--- config.mk ---
export PLATFORM = sky130hd
export DESIGN_NAME = eeprom_cfg_loader
export DESIGN_NICKNAME = d
export VERILOG_FILES = /design/src/rtl/ee_cfg_pkg.sv /design/src/rtl/ee_word_reader.sv /design/src/rtl/cfg_regbank.sv /design/src/rtl/eeprom_cfg_loader.sv
export SDC_FILE = /design/constraint.sdc
export NUM_CORES = 1
export LEC_CHECK = 0
export BUFFER_PORTS_ARGS = -buffer_cell sky130_fd_sc_hd__buf_2
export CELL_PAD_IN_SITES_DETAIL_PLACEMENT = 1
export CELL_PAD_IN_SITES_GLOBAL_PLACEMENT = 1
export CORE_MARGIN = 1
export CORE_UTILIZATION = 52
export DETAILED_ROUTE_END_ITERATION = 10
export PLACE_DENSITY = 0.92
export REMOVE_ABC_BUFFERS = 1
export SYNTH_ARGS = -nofsm -noshare
export SYNTH_HDL_FRONTEND = slang
export SYNTH_SLANG_ARGS = --single-unit
export TNS_END_PERCENT = 100
--- constraint.sdc ---
create_clock -name clk -period 3.4 [get_ports clk]
set_clock_uncertainty 0.1 [all_clocks]
set_input_delay 0.17 -clock clk [delete_from_list [all_inputs] [get_ports clk]]
set_output_delay 0.17 -clock clk [all_outputs]
set_load 0.03 [all_outputs]
--- src/rtl/ee_cfg_pkg.sv ---
// Package: shared constants, state types and the read-command builder for
// the serial EEPROM configuration loader.
// Assumes a 6-bit word-addressed EEPROM with 16-bit words.
package ee_cfg_pkg;
    localparam int EE_AW      = 6;
    localparam int WORD_W     = 16;
    localparam int CMD_W      = 3 + EE_AW;          // start + opcode + address
    localparam int DUMMY_SLOT = CMD_W;              // slot of the leading 0 bit
    localparam int LAST_SLOT  = DUMMY_SLOT + WORD_W; // slot of data LSB

    typedef enum logic [1:0] {SQ_LRST, SQ_ISSUE, SQ_WAIT, SQ_FIN} seq_st_t;
    typedef enum logic [1:0] {RD_IDLE, RD_SHIFT, RD_GAP} rd_st_t;

    // Builds the command: start bit, read opcode, word address, MSB first.
    function automatic logic [CMD_W-1:0] rd_cmd(input logic [EE_AW-1:0] addr);
        return {1'b1, 2'b10, addr};
    endfunction
endpackage

--- src/rtl/ee_word_reader.sv ---
// Module: reads one 16-bit word from a three-wire serial EEPROM.
// A start pulse launches a frame. Each serial period lasts 2*CLK_DIV clocks:
// low for the first half, high for the second. DI changes at the start of
// the period, and DO is sampled on the clock that raises SK. After the frame,
// CS is held low for one full serial period before word_done pulses.
// Assumes start is only pulsed while the reader is idle.
module ee_word_reader
    import ee_cfg_pkg::*;
#(
    parameter int CLK_DIV = 4
) (
    input  logic                 clk,
    input  logic                 rst_n,
    input  logic                 start,
    input  logic [EE_AW-1:0]     word_addr,
    output logic                 ee_cs,
    output logic                 ee_sk,
    output logic                 ee_di,
    input  logic                 ee_do,
    output logic                 word_done,
    output logic                 word_present,
    output logic [WORD_W-1:0]    word_data
);
    localparam int CNT_W  = (2 * CLK_DIV > 1) ? $clog2(2 * CLK_DIV) : 1;
    localparam int SLOT_W = $clog2(LAST_SLOT + 1);
    localparam logic [CNT_W-1:0] RISE_AT = CNT_W'(CLK_DIV - 1);
    localparam logic [CNT_W-1:0] END_AT  = CNT_W'(2 * CLK_DIV - 1);

    rd_st_t             st;
    logic [CNT_W-1:0]   cnt;
    logic [SLOT_W-1:0]  slot;
    logic [CMD_W-1:0]   cmd_sh;
    logic [CMD_W-1:0]   cmd_w;

    assign cmd_w = rd_cmd(word_addr);

    // Frame sequencer: clock generation, command shifting and data capture.
    always_ff @(posedge clk) begin
        if (!rst_n) begin
            st           <= RD_IDLE;
            cnt          <= '0;
            slot         <= '0;
            cmd_sh       <= '0;
            ee_cs        <= 1'b0;
            ee_sk        <= 1'b0;
            ee_di        <= 1'b0;
            word_done    <= 1'b0;
            word_present <= 1'b0;
            word_data    <= '0;
        end else begin
            word_done <= 1'b0;
            case (st)
                RD_IDLE: begin
                    if (start) begin
                        st     <= RD_SHIFT;
                        ee_cs  <= 1'b1;
                        cnt    <= '0;
                        slot   <= '0;
                        ee_di  <= cmd_w[CMD_W-1];
                        cmd_sh <= {cmd_w[CMD_W-2:0], 1'b0};
                    end
                end
                RD_SHIFT: begin
                    if (cnt == RISE_AT) begin
                        ee_sk <= 1'b1;
                        if (slot == SLOT_W'(DUMMY_SLOT)) begin
                            word_present <= ~ee_do;
                        end else if (slot > SLOT_W'(DUMMY_SLOT)) begin
                            word_data <= {word_data[WORD_W-2:0], ee_do};
                        end
                    end
                    if (cnt == END_AT) begin
                        cnt   <= '0;
                        ee_sk <= 1'b0;
                        if (slot == SLOT_W'(LAST_SLOT)) begin
                            ee_cs <= 1'b0;
                            ee_di <= 1'b0;
                            st    <= RD_GAP;
                        end else begin
                            slot   <= slot + 1'b1;
                            ee_di  <= cmd_sh[CMD_W-1];
                            cmd_sh <= {cmd_sh[CMD_W-2:0], 1'b0};
                        end
                    end else begin
                        cnt <= cnt + 1'b1;
                    end
                end
                RD_GAP: begin
                    if (cnt == END_AT) begin
                        cnt       <= '0;
                        st        <= RD_IDLE;
                        word_done <= 1'b1;
                    end else begin
                        cnt <= cnt + 1'b1;
                    end
                end
                default: st <= RD_IDLE;
            endcase
        end
    end


    sk_idle_chk: assert property (@(posedge clk) disable iff (!rst_n)
        !ee_cs |-> !ee_sk);


    cs_gap_chk: assert property (@(posedge clk) disable iff (!rst_n)
        $fell(ee_cs) |=> !ee_cs);


    di_hold_chk: assert property (@(posedge clk) disable iff (!rst_n)
        (ee_sk && $past(ee_sk)) |-> $stable(ee_di));
endmodule

--- src/rtl/cfg_regbank.sv ---
// Module: the configuration register bank with a loader write port, a host
// write port and a host read port.
// Register i resets to DFLT_BASE + i. The loader port takes priority.
// Indices at or above NUM_REGS are ignored on write and read back as 0.
module cfg_regbank #(
    parameter int          NUM_REGS  = 10,
    parameter int          AW        = 4,
    parameter logic [15:0] DFLT_BASE = 16'hC000
) (
    input  logic          clk,
    input  logic          rst_n,
    input  logic          ld_we,
    input  logic [AW-1:0] ld_addr,
    input  logic [15:0]   ld_data,
    input  logic          hs_we,
    input  logic [AW-1:0] hs_addr,
    input  logic [15:0]   hs_data,
    input  logic [AW-1:0] rd_addr,
    output logic [15:0]   rd_data
);
    logic [NUM_REGS-1:0][15:0] regs;

    for (genvar g = 0; g < NUM_REGS; g++) begin : g_reg
        logic [15:0] q;
        // One register: default on reset, loader write, then host write.
        always_ff @(posedge clk) begin
            if (!rst_n) begin
                q <= DFLT_BASE + 16'(g);
            end else if (ld_we && ld_addr == AW'(g)) begin
                q <= ld_data;
            end else if (hs_we && hs_addr == AW'(g)) begin
                q <= hs_data;
            end
        end
        assign regs[g] = q;
    end

    // Read mux; out-of-range indices return zero.
    always_comb begin
        rd_data = '0;
        for (int i = 0; i < NUM_REGS; i++) begin
            if (rd_addr == AW'(i)) rd_data = regs[i];
        end
    end


    port_excl_chk: assert property (@(posedge clk) disable iff (!rst_n)
        !(ld_we && hs_we));
endmodule

--- src/rtl/eeprom_cfg_loader.sv ---
// Module: top of the configuration loader. It holds the local reset, then
// reads EEPROM words 0..NUM_REGS-1 in order. The first word decides between
// loading and keeping the defaults. The host write port is enabled only after
// loading ends, and retry is forced until then.
// Assumes NUM_REGS <= 64 and a pulled-up data-out line.
module eeprom_cfg_loader
    import ee_cfg_pkg::*;
#(
    parameter int          NUM_REGS    = 10,
    parameter int          CLK_DIV     = 4,
    parameter int          LRST_CYCLES = 16,
    parameter logic [15:0] DFLT_BASE   = 16'hC000
) (
    input  logic        clk,
    input  logic        rst_n,
    output logic        ee_cs,
    output logic        ee_sk,
    output logic        ee_di,
    input  logic        ee_do,
    output logic        lreset_n,
    output logic        load_retry,
    output logic        load_done,
    input  logic        host_we,
    input  logic [3:0]  host_waddr,
    input  logic [15:0] host_wdata,
    input  logic [3:0]  host_raddr,
    output logic [15:0] host_rdata
);
    localparam int RA_W  = 4;
    localparam int IDX_W = (NUM_REGS > 1) ? $clog2(NUM_REGS) : 1;
    localparam int LC_W  = $clog2(LRST_CYCLES + 1);

    seq_st_t            st;
    logic [LC_W-1:0]    lcnt;
    logic [IDX_W-1:0]   idx;
    logic               start;
    logic               wd_done;
    logic               wd_present;
    logic [WORD_W-1:0]  wd_data;
    logic               first_ok;
    logic               ld_we;
    logic               hs_we;

    assign first_ok   = wd_present && (wd_data != 16'hFFFF);
    assign ld_we      = wd_done && (st == SQ_WAIT) && ((idx != '0) || first_ok);
    assign hs_we      = host_we && load_done;
    assign load_retry = ~load_done;

    // Power-up sequencer: local reset hold, word issue and completion.
    always_ff @(posedge clk) begin
        if (!rst_n) begin
            st        <= SQ_LRST;
            lcnt      <= '0;
            idx       <= '0;
            start     <= 1'b0;
            lreset_n  <= 1'b0;
            load_done <= 1'b0;
        end else begin
            start <= 1'b0;
            case (st)
                SQ_LRST: begin
                    if (lcnt == LC_W'(LRST_CYCLES - 1)) begin
                        lreset_n <= 1'b1;
                        st       <= SQ_ISSUE;
                    end else begin
                        lcnt <= lcnt + 1'b1;
                    end
                end
                SQ_ISSUE: begin
                    start <= 1'b1;
                    st    <= SQ_WAIT;
                end
                SQ_WAIT: begin
                    if (wd_done) begin
                        if ((idx == '0 && !first_ok) || idx == IDX_W'(NUM_REGS - 1)) begin
                            st        <= SQ_FIN;
                            load_done <= 1'b1;
                        end else begin
                            idx <= idx + 1'b1;
                            st  <= SQ_ISSUE;
                        end
                    end
                end
                default: st <= SQ_FIN;
            endcase
        end
    end

    ee_word_reader #(.CLK_DIV(CLK_DIV)) u_reader (
        .clk          (clk),
        .rst_n        (rst_n),
        .start        (start),
        .word_addr    (EE_AW'(idx)),
        .ee_cs        (ee_cs),
        .ee_sk        (ee_sk),
        .ee_di        (ee_di),
        .ee_do        (ee_do),
        .word_done    (wd_done),
        .word_present (wd_present),
        .word_data    (wd_data)
    );

    cfg_regbank #(.NUM_REGS(NUM_REGS), .AW(RA_W), .DFLT_BASE(DFLT_BASE)) u_regs (
        .clk     (clk),
        .rst_n   (rst_n),
        .ld_we   (ld_we),
        .ld_addr (RA_W'(idx)),
        .ld_data (wd_data),
        .hs_we   (hs_we),
        .hs_addr (host_waddr),
        .hs_data (host_wdata),
        .rd_addr (host_raddr),
        .rd_data (host_rdata)
    );


    done_sticky_chk: assert property (@(posedge clk) disable iff (!rst_n)
        load_done |=> load_done);


    lrst_quiet_chk: assert property (@(posedge clk) disable iff (!rst_n)
        !lreset_n |-> (!ee_cs && !load_done));


    blank_stop_chk: assert property (@(posedge clk) disable iff (!rst_n)
        (wd_done && st == SQ_WAIT && idx == '0 && wd_data == 16'hFFFF) |=> load_done);
endmodule

==> results.cfg <==
[die]
die_w_um = 149.7
initial_core_util = 0.5344
core_area_mm2 = 0.02122
rows = 53
die_h_um = 149.7
ios = 50
dieArea_mm2 = 0.02240

[clock_tree]
root_buffer = clkbuf_16
clock_latency_ns = 0.56
cts_buffers = 24
cts_tree = built
cts_resized = 0
clk_pin_slew_ns = 0.06
cts.htree.levels = 1
clock-sinks = 213
holdBufCountCts = 17
clk_path_buf_depth = 3
postCtsSetupBuffers = 0

[critical_path]
cp.required_ns = 3.13
worstSetupStartpointType = primary input
critPathMaxFanout = 14
end_kind = output pin
arrival_ns = 2.51
worstSetupPathType = in -> out

[layout]
ff_latch_area_mm2 = 0.004264
multi_input_area_mm2 = 0.006370
layout-drive-gt1-share = 0.1651
nNetsFinal = 1334
fin_util = 0.5907
antenna_cells = 0
area_delta_synth_final_pct = 10.55
final.fill_count = 2414

[power_and_ir_drop]
switching_share = 0.2525
leakagePower_nw = 5.400
vdd_ir_drop_max_v = 0.0003170
p_seq_frac = 0.452
clockPowerShare = 0.480
p_per_area_mw_per_mm2 = 443.6
power_frac_comb = 0.068
net-switching-power_mw = 1.405
p_int_mw = 4.157

[drt]
dr.pass1.iters = 8
wl_per_cell_um = 28.78
via_count = 11277
vias_per_cell = 7.124
routed_wl_um = 45550
antenna_left = 0
drtIter0Drc = 1287
drc = 0

[synth]
synth_most_common_cell = dfxtp_1
synth_top_area_share = 0.3760
synthArstFlopShare = 0
yosysTopAreaCell = dfxtp_1
ys_top_cells_by_area = dfxtp_1 (38%), mux2i_1 (10%), mux2_2 (6.0%), nand2_1 (5.4%), nor2_1 (3.7%)
yosys_register_bits = 213
syn_inst = 1296
avgSynthCellArea_um2 = 8.750
syn_area_mm2 = 0.01134
synth_edf_count = 0
ys.flop_type = dfxtp_1
yosys-top-cells-count = dfxtp_1 (213), nand2_1 (163), mux2i_1 (114)
yosysWarnings = 0
seq_area_frac_synth = 0.3760
yosysUniqueCellTypes = 73

[placed_design]
port_buffers = 49
dp_hpwl_um = 24600
place_congestion = 0.8542

[sta]
relSlewSlack = 0.2250
fin_crit_ns = 2.777
timing.fmax_mhz = 360.1
rsz0062_at_grt = false
setup_violations = 0
fin_crit_sh = 0.8168
max_slew.worst_pin.slew_ns = 1.161
finalHoldViolations = 0
slew_viol_final = 0
setup_tns_ns = 0

[global_routing]
first_global_vias = 12107
grt_max_degree = 155
grt_overflow = 0
grt_pass1_wl_um = 69340
track_usage = 0.4077
antenna_found_initial = 1

[hold_path]
hp-class = in -> reg

[run]
cap_violations = 0

[run_status]
status = finished, final reports clean
## sequential cells by signal (all words and copies together) (netlist names)
name and flops:
u_reader.ee_sk 1, lreset_n 1, lcnt 5, u_reader.cnt 3, u_reader.ee_cs 1, u_reader.word_present 1, start 1, u_reader.cmd_sh 8
u_reader.ee_di 1, u_reader.word_done 1, idx 4, u_regs.g.q 160, load_done 1, u_reader.st 2, u_reader.word_data 16, u_reader.slot 5
st 2
## cell usage in the layout, fill, tap and decap left out, drive strengths merged, types with 3 or more instances in the layout
master and count:
dlygate4sd3 17, o211ai 5, ha 14, clkbuf 34, dfxtp 213, mux2 69, o22ai 16, a311oi 24
inv 17, a222oi 12, or3 4, nand4 5, nand3 63, o211a 17, nand3b 3, o21ai 92
xnor2 5, a22oi 5, clkinv 5, and2 9, a21oi 25, buf 86, and4 5, a22o 13
a211oi 51, nand2b 7, and3 13, mux2i 114, nand2 166, a31oi 13, a21o 12, nor3 4
nor2b 15, nor3b 6, nor2 116
## power groups by stage
stage	combinational [mW]	clock (mW)	sequential [mW]
after floorplan	0.150	0	2.57
after global placement	0.333	0	2.57
after detailed placement	0.343	0	2.57
after CTS	0.362	2.66	2.51
after global routing	0.392	2.75	2.51
final	0.377	2.67	2.51
## kinds of logic after synthesis
group,count (synthesis),share of synthesized area
AOI/OAI and AO/OA,305,0.1908
buffers and inverters,150,0.06311
and+or+nand+nor,423,0.1771
xor gates and xnor gates,7,0.005407
muxes,184,0.1721
adders and majority gates,14,0.01545
DFF,213,0.3760
## through the flow
step / hold WS, ns / cell area, µm² / power [mW] / setup slack (ns) / std cells
2_1_floorplan: 0.1319 / 10690 / 2.720 / 0.8684 / 1163
3_3_place_gp: 0.3059 / 11580 / 2.900 / 0.8570 / 1524
3_5_place_dp: 0.3294 / 11580 / 2.912 / 0.8558 / 1524
4_1_cts: 0.1104 / 12540 / 5.539 / 0.8179 / 1583
5_1_grt: 0.1738 / 12540 / 5.657 / 0.6802 / 1583
6_report: 0.1547 / 12540 / 5.561 / 0.6230 / 1583
## final timing paths
path / from / endpoint / slack, ns / cells after the start
hold reg to reg: u_reader.ee_cs$_SDFFE_PN0P_ / u_reader.ee_cs$_SDFFE_PN0P_ / 0.36 / 2
hold / removal: rst_n / u_regs.g_reg[5].q[2]$_SDFFE_PN1P_ / 0.15 / 3
setup / recovery: host_raddr[1] / host_rdata[6] / 0.62 / 7
setup reg to reg: u_reader.word_data[8]$_SDFFE_PN0P_ / u_regs.g_reg[0].q[10]$_SDFFE_PN0P_ / 0.71 / 6
## routing by layer
layer / global-route usage / part of all wire / vias to the layer above
li1: - / - / 4647
met1: 0.4725 / 0.37 / 5528
met2: 0.6611 / 0.46 / 808
met3: 0.1015 / 0.10 / 292
met4: 0.2808 / 0.072 / 2
met5: 0 / 0.00031 / -
## area by class of cell
cell class | count | share of cell area
clock buffers | 34 | 0.05410
clock inverters | 8 | 0.008584
inverters | 17 | 0.005090
multi-input cells | 933 | 0.5081
flip-flops and latches | 213 | 0.3402
well taps | 275 | 0.02745
repair buffers | 103 | 0.05649
## worst max-delay path, cell delays in order
cell and delay (ns):
buf_2 0.24, nor2b_1 0.51, and3_1 0.60, buf_4 0.30, a222oi_1 0.12, a21oi_1 0.29, buf_2 0.26
No activity file was read; power rests on OpenSTA's default activity.
